$ cat config.mk
export PLATFORM = sky130hd
export DESIGN_NAME = lpdram_xmr
export DESIGN_NICKNAME = d
export VERILOG_FILES = /design/src/rtl/lpdram_xmr.sv
export SDC_FILE = /design/constraint.sdc
export NUM_CORES = 1
export LEC_CHECK = 0
export CAP_MARGIN = 25
export CORE_MARGIN = 2
export CORE_UTILIZATION = 33
export CTS_CLUSTER_SIZE = 16
export DETAILED_ROUTE_END_ITERATION = 12
export PLACE_DENSITY = 0.76
export SLEW_MARGIN = 5
export SYNTH_ARGS = -nofsm -noshare
export SYNTH_HDL_FRONTEND = slang
export SYNTH_SLANG_ARGS = --single-unit
export TNS_END_PERCENT = 20
$ cat constraint.sdc
create_clock -name clk -period 1.8 [get_ports clk]
set_clock_uncertainty 0.1 [all_clocks]
set_input_delay 0.36 -clock clk [delete_from_list [all_inputs] [get_ports clk]]
set_output_delay 0.36 -clock clk [all_outputs]
set_load 0.005 [all_outputs]
$ cat src/rtl/lpdram_xmr.sv
module lpdram_xmr #(
  parameter int ADDR_W   = 12,
  parameter int WAIT_CYC = 3,
  localparam int CW      = $clog2(WAIT_CYC + 1)
) (
  input  logic              clk,
  input  logic              rst_n,
  input  logic              cmd_valid,
  input  logic              cmd_mrs,
  input  logic [1:0]        cmd_ba,
  input  logic [ADDR_W-1:0] cmd_addr,
  input  logic [3:0]        bank_idle,
  input  logic              burst_active,
  input  logic              self_refresh,
  input  logic              deep_pd,
  output logic [1:0]        tcsr,
  output logic [2:0]        pasr,
  output logic [1:0]        drive,
  output logic [3:0]        ref_mult,
  output logic              busy,
  output logic              illegal,
  output logic [15:0]       refresh_mask,
  output logic [15:0]       lost
);

  function automatic logic [15:0] region_sel(input logic [2:0] code);
    case (code)
      3'b000:  return 16'hFFFF;
      3'b001:  return 16'h00FF;
      3'b010:  return 16'h000F;
      3'b101:  return 16'h0003;
      3'b110:  return 16'h0001;
      default: return 16'h0000;
    endcase
  endfunction

  logic [CW-1:0] wait_cnt;
  logic          ext_wr, code_rsvd, bad_wr, take;
  logic [15:0]   sel;

  assign ext_wr    = cmd_valid && cmd_mrs && cmd_ba == 2'b10;
  assign code_rsvd = cmd_addr[2:0] inside {3'b011, 3'b100, 3'b111};
  assign bad_wr    = !(&bank_idle) || burst_active || (|cmd_addr[ADDR_W-1:7]) || code_rsvd;
  assign take      = ext_wr && !busy && !bad_wr;
  assign busy      = wait_cnt != '0;
  assign sel       = region_sel(pasr);
  assign refresh_mask = self_refresh ? sel : 16'h0000;

  always_comb begin
    case (tcsr)
      2'b11:   ref_mult = 4'b0001;
      2'b00:   ref_mult = 4'b0010;
      2'b01:   ref_mult = 4'b0100;
      default: ref_mult = 4'b1000;
    endcase
  end

  always_ff @(posedge clk or negedge rst_n) begin
    if (!rst_n) begin
      tcsr     <= 2'b11;
      pasr     <= 3'b000;
      drive    <= 2'b00;
      wait_cnt <= '0;
      illegal  <= 1'b0;
      lost     <= 16'h0000;
    end else begin
      illegal <= cmd_valid && (busy || (ext_wr && bad_wr));
      if (take) begin
        tcsr     <= cmd_addr[4:3];
        pasr     <= cmd_addr[2:0];
        drive    <= cmd_addr[6:5];
        wait_cnt <= CW'(WAIT_CYC);
      end else if (busy) begin
        wait_cnt <= wait_cnt - 1'b1;
      end
      if (self_refresh)
        lost <= lost | ~sel;
    end
  end

  logic unused_ok;
  assign unused_ok = deep_pd;

endmodule

==> impl_metrics.tcl, run 1 <==
set metrics [dict create \
    final_cell_mix "33 x clkdlybuf4s50_1, 28 x buf_4, 22 x dfrtp_1, 15 x nand2b_1, 15 x dlygate4sd2_1" \
    cts_hold_buf 0 \
    r2r_end "pasr[1]" \
    top_layer_used "met4" \
    vias 1050 \
    fin_ws_ns -0.138 \
    cp-endpoint "refresh_mask[12]" \
    initial_core_util_pct 34.3 \
    critPathMaxFanout 4 \
    drv_cap 0 \
    dr_wl_met3_um 151 \
    synth_compound_gate_area_share_pct 6.00 \
    crit_arrival_ns 1.48 \
    ios 70 \
    critPathMaxStageDelay_ns 0.45 \
    synth_cell_types 27 \
    critPathLaunchType "flop" \
    yosys.area_share.simple_pct 18.6 \
    power_leakage_nw 1.12 \
    cts_tree "yes" \
    crit_type "flop to primary output" \
    r2r_setup_slack_ns 0.10 \
    grt_usage_pct 17.0 \
    final_cells 235 \
    postSynthAreaPerCell_um2 11.9 \
    r2r_start "wait_cnt[0]" \
    startpoint "pasr[0]" \
    slew_viol_final 0 \
    design.core.area_um2 3340 \
    nNetsFinal 216 \
    io_buffers 68 \
    grt_overflow 0 \
    status "finished, violations left" \
    drt_wl_total_um 3140 \
    drt-vias-per-instance 4.47 \
    syn_to_final_growth_pct 87.6 \
    synth_top_area_share_pct 52.4 \
    period_minus_slack_ns 1.94 \
    synthAdderAreaFrac_pct 1.09 \
    placedInstanceArea_um2 1950 \
    crit_top_cell "buf_6" \
    firstDrtPassIters 4 \
    fp-row-count 21 \
    insertedDiodeCount 0 \
    ys_seq_elements 26 \
    worstMarginPinSlew_ns 0.446 \
    htreeDepth 1 \
    syn_nets 122 \
    setup_violations 11 \
    num-fill-cells 283 \
    yosysTopAreaCell "dfrtp_1" \
    synth-edff-count 0 \
    hold_class "primary input to async pin" \
    max-clock-path-buffers 2 \
    clkTransAtPathRegs_ns 0.14 \
    drive_gt1_share_pct 39.7 \
    clk_latency_ns 0.32 \
    slew_headroom_pct 70.0 \
    wl_per_cell_um 13.4 \
    ant_nets 0 \
    worst-r2r-cell-count 6 \
    detail_route.iter0.violations 36 \
    grt_max_degree 27 \
    final_area_um2 2150 \
    grt_pass1_vias 1150 \
    clock-sinks 26 \
    synth_xor_area_share_pct 0.764 \
    die_h_um 62.9 \
    rsz0062_at_grt "yes" \
    muxShareOfSynthArea_pct 7.75 \
    cts_made_buffers 3 \
    clockRootBuffer "clkbuf_4" \
    layout_commonest_cell "clkdlybuf4s50_1" \
    synth_ff_type "dfrtp_1" \
    crit_chain "nor4_2, buf_4, buf_6, buf_6, buf_6" \
    cp.required_ns 1.34 \
    ir_worst_vdd_uv 461 \
    synth_top_family_by_area "simple AND/OR/NAND/NOR gates" \
    fmax_mhz 516 \
    cp-end-kind "primary output" \
    dieWidth_um 62.9 \
    grt_pass1_wl_um 5260 \
    crit_path_top_delay_cell "dfrtp_1" \
    ys_top_cells_by_area "dfrtp_1 52%, nand2b_1 8.7%, buf_4 7.2%, mux2_2 6.9%, dfstp_2 4.6%" \
    final-hold-violation-count 0 \
    cellPowerDensity_nw_per_um2 658 \
    placed_cells 218 \
    drc 0 \
    dp_hpwl_um 2220 \
    failed_checks "setup timing" \
    async_reset_ff_share_pct 100 \
    wl_met1_um 1140 \
    synth_area_um2 1150 \
    fp.dieArea_um2 3960 \
    ys_warn_count 0 \
    antenna_found_initial 0 \
    syn_inst 96 \
    route.met2.wl_um 1770 \
    min_period_over_period_pct 108 \
    hold-worst-slack_ns 0.275 \
    yosysSeqAreaShare_pct 57.0 \
    gp_congestion 0.836 \
]
[how the worst min path moves through the flow]
stage | from | endpoint | slack, ns
2_1_floorplan | rst_n | drive[0] | -0.04
3_3_place_gp | lost[0] | lost[0] | 0.35
3_5_place_dp | lost[0] | lost[0] | 0.34
4_1_cts | rst_n | lost[2] | 0.28
5_1_grt | rst_n | lost[2] | 0.30
6_report | rst_n | lost[1] | 0.28
[critical path, delay by kind of cell (launching register included)]
family	cells	cell delay [ns]
flip-flops	1	0.45
buffers and inverters	4	0.45
AND/OR/NAND/NOR	1	0.26
[stage by stage]
step | util, % | setup WS, ns | setup TNS [ns] | total power [mW]
after floorplan | - | -0.0367 | -0.183 | 0.799
after global placement | 58.5 | -0.440 | -9.50 | 0.988
after detailed placement | 58.5 | -0.471 | -11.03 | 0.997
after CTS | 63.9 | -0.191 | -1.69 | 1.43
after global routing | 64.4 | -0.204 | -1.90 | 1.49
final | 64.4 | -0.138 | -0.962 | 1.41
[power breakdown]
group | total, mW | internal, mW | switching, mW | leakage [nW]
logic | 0.370 | 0.221 | 0.148 | 0.745
registers | 0.645 | 0.628 | 0.0168 | 0.343
clock network | 0.400 | 0.225 | 0.175 | 0.0279
total | 1.41 | 1.07 | 0.340 | 1.12
[cells in the mapped netlist, types with 2 or more instances]
cell type / number
nor2b_1: 2
nand2_1: 3
nor4_1: 2
o21ai_0: 3
nor3_1: 2
dfrtp_1: 24
o31ai_1: 2
mux2_2: 7
dfstp_2: 2
buf_4: 11
inv_1: 5
nand2b_1: 16
nor2_1: 3
[cells by family after synthesis]
| logic type | count (synthesis) |
|---|---|
| xor+xnor | 1 |
| fa+ha+maj | 1 |
| simple gates | 34 |
| buf+inv | 16 |
| mux | 8 |
| compound gates | 10 |
| flops | 26 |
[state kept, by name, indices dropped and copies added (netlist names)]
name      flops
drive         2
illegal       1
lost         16
pasr          3
tcsr          2
wait_cnt      2
[repair_timing]
item | CTS | global route
cloned | 0 | 0
buffers inserted | 13 | 1
setup endpoints to repair | 42 | 36
pin swaps | 4 | 4
resized for setup | 93 | 16
[per-layer routing]
metal	global-route usage, %	vias up
met2	32.3	40
li1	-	501
met1	18.1	502
met4	8.61	0
met3	2.34	7
met5	0	-
[area by class of cell]
cell class	count	area (um2)	area share, %
timing repair buffer	100	901	41.9
sequential	26	656	30.5
multi-input combinational	54	464	21.6
tap	46	57.6	2.68
clock inverter	1	30.0	1.40
clock buffer	3	22.5	1.05
inverter	5	18.8	0.873
Note: power is estimated with default switching activity, not from simulation.
==> run 2: changes to the inputs <==
SKIP_LAST_GASP = 1   (was not set)
==> run 2 against run 1 <==
Against the previous run: the flow still finishes with violations (setup timing); routed wire length rose by 3.3%; clock-buffer cell count unchanged; hold slack worse by 0.0073 ns; combinational power rose by 6.2%; sequential power hardly changed; global-route usage unchanged; maximum frequency down 3.6%; highest routed layer unchanged.
==> impl_metrics.tcl, run 2 (synthesis gave the netlist of run 1 again) <==
set metrics [dict create \
    status "finished, violations left" \
    failed_checks "setup timing" \
    clock-sinks 26 \
    slew_headroom_pct 63.6 \
    multiInputGateArea_um2 422 \
    largest_reg_flops 16 \
    critPathMaxFanout 6 \
    wl_met1_um 1140 \
    fp-row-count 21 \
    grt_overflow 0 \
    rsz0062_at_grt "yes" \
    cts_tree "yes" \
    gp_congestion 0.836 \
    drive_gt1_share_pct 37.6 \
    max-clock-path-buffers 2 \
    regArea_um2 656 \
    num-fill-cells 275 \
    drv_cap 0 \
    top_register "lost" \
    die_h_um 62.9 \
    final_cell_mix "49 x clkdlybuf4s50_1, 30 x buf_4, 22 x dfrtp_1, 15 x nand2b_1, 15 x buf_6" \
    grt_pass1_wl_um 5200 \
    grt_usage_pct 17.0 \
    dieWidth_um 62.9 \
    firstDrtPassIters 4 \
    crit_arrival_ns 1.55 \
    fin_ws_ns -0.212 \
    cts_made_buffers 3 \
    wl_per_cell_um 13.5 \
    ios 70 \
    clk_latency_ns 0.32 \
    crit_type "flop to primary output" \
    dp_hpwl_um 2220 \
    hold_class "primary input to async pin" \
    slew_viol_final 0 \
    drc 0 \
    worstMarginPinSlew_ns 0.542 \
    clkTransAtPathRegs_ns 0.14 \
    ir_worst_vdd_uv 452 \
    top_layer_used "met4" \
    ant_nets 0 \
    fp.dieArea_um2 3960 \
    fmax_mhz 497 \
    cp.required_ns 1.34 \
    nNetsFinal 221 \
    detail_route.iter0.violations 34 \
    route.met2.wl_um 1910 \
    period_minus_slack_ns 2.01 \
    antenna_found_initial 0 \
    drt_wl_total_um 3240 \
    cts_hold_buf 0 \
    final-hold-violation-count 0 \
    dp_slack_ns -0.471 \
    htreeDepth 1 \
    r2r_setup_slack_ns 0.01 \
    reg_top3 "lost (16), pasr (3)" \
    min_period_over_period_pct 112 \
    vias 1040 \
    clockRootBuffer "clkbuf_4" \
    io_buffers 68 \
    grt_max_degree 27 \
    cp-end-kind "primary output" \
    cellPowerDensity_nw_per_um2 659 \
    drt-vias-per-instance 4.33 \
    insertedDiodeCount 0 \
    layout_commonest_cell "clkdlybuf4s50_1" \
    initial_core_util_pct 34.3 \
    setup_violations 31 \
    dr_wl_met3_um 154 \
    power_leakage_nw 1.13 \
    critPathLaunchType "flop" \
    tns_ns -3.31 \
    syn_to_final_growth_pct 90.8 \
    power_mw 1.44 \
    design.core.area_um2 3340 \
    grt_pass1_vias 1123 \
]
## run 2: what timing repair did
action	CTS	global route
endpoints found under the hold margin	0	0
setup buffers	13	4
gates cloned	0	0
pin swaps	2	2
resized for setup	59	15
setup endpoints to repair	42	39
## run 2: metal layers
metal,track usage [%],up-vias
li1,-,507
met1,17.7,492
met2,33.0,37
met3,2.70,4
met4,7.50,0
met5,0,-
## run 2: through the flow
stage          cell area [um2]  hold slack, ns  instances  util [%]
3_5_place_dp              1950           0.344        218      58.5
2_1_floorplan             1150         -0.0356         96         -
6_report                  2190           0.268        240      65.5
5_1_grt                   2190           0.293        240      65.5
4_1_cts                   2140           0.282        235      64.0
3_3_place_gp              1950           0.346        218      58.5
## run 2: worst paths after layout
path	start	end	cells after the start
worst max-delay path	tcsr[0]	ref_mult[2]	2
worst max register to register	pasr[1]	lost[13]	5
min in group clk	lost[0]	lost[0]	1
worst min-delay path	rst_n	lost[1]	2
worst min register to register	lost[0]	lost[0]	1
max in group asynchronous	rst_n	tcsr[1]	2
## run 2: layout make-up
cell class	instances	area share, %
inverter	5	0.858
timing repair buffer	105	44.9
clock buffer	3	1.03
sequential	26	30.0
tap	46	2.63
clock inverter	1	1.37
multi-input combinational	54	19.3
## run 2: power breakdown
group / internal, mW / switching (mW) / leakage, nW / total, mW
Clock: 0.225 / 0.177 / 0.0279 / 0.402
Sequential: 0.628 / 0.0178 / 0.343 / 0.646
Combinational: 0.242 / 0.151 / 0.757 / 0.393
Total: 1.10 / 0.345 / 1.13 / 1.44
## run 2: critical path: stages, from the launching register on
cell,delay (ns)
dfstp_2,0.59
nor2b_1,0.13
clkdlybuf4s50_1,0.50
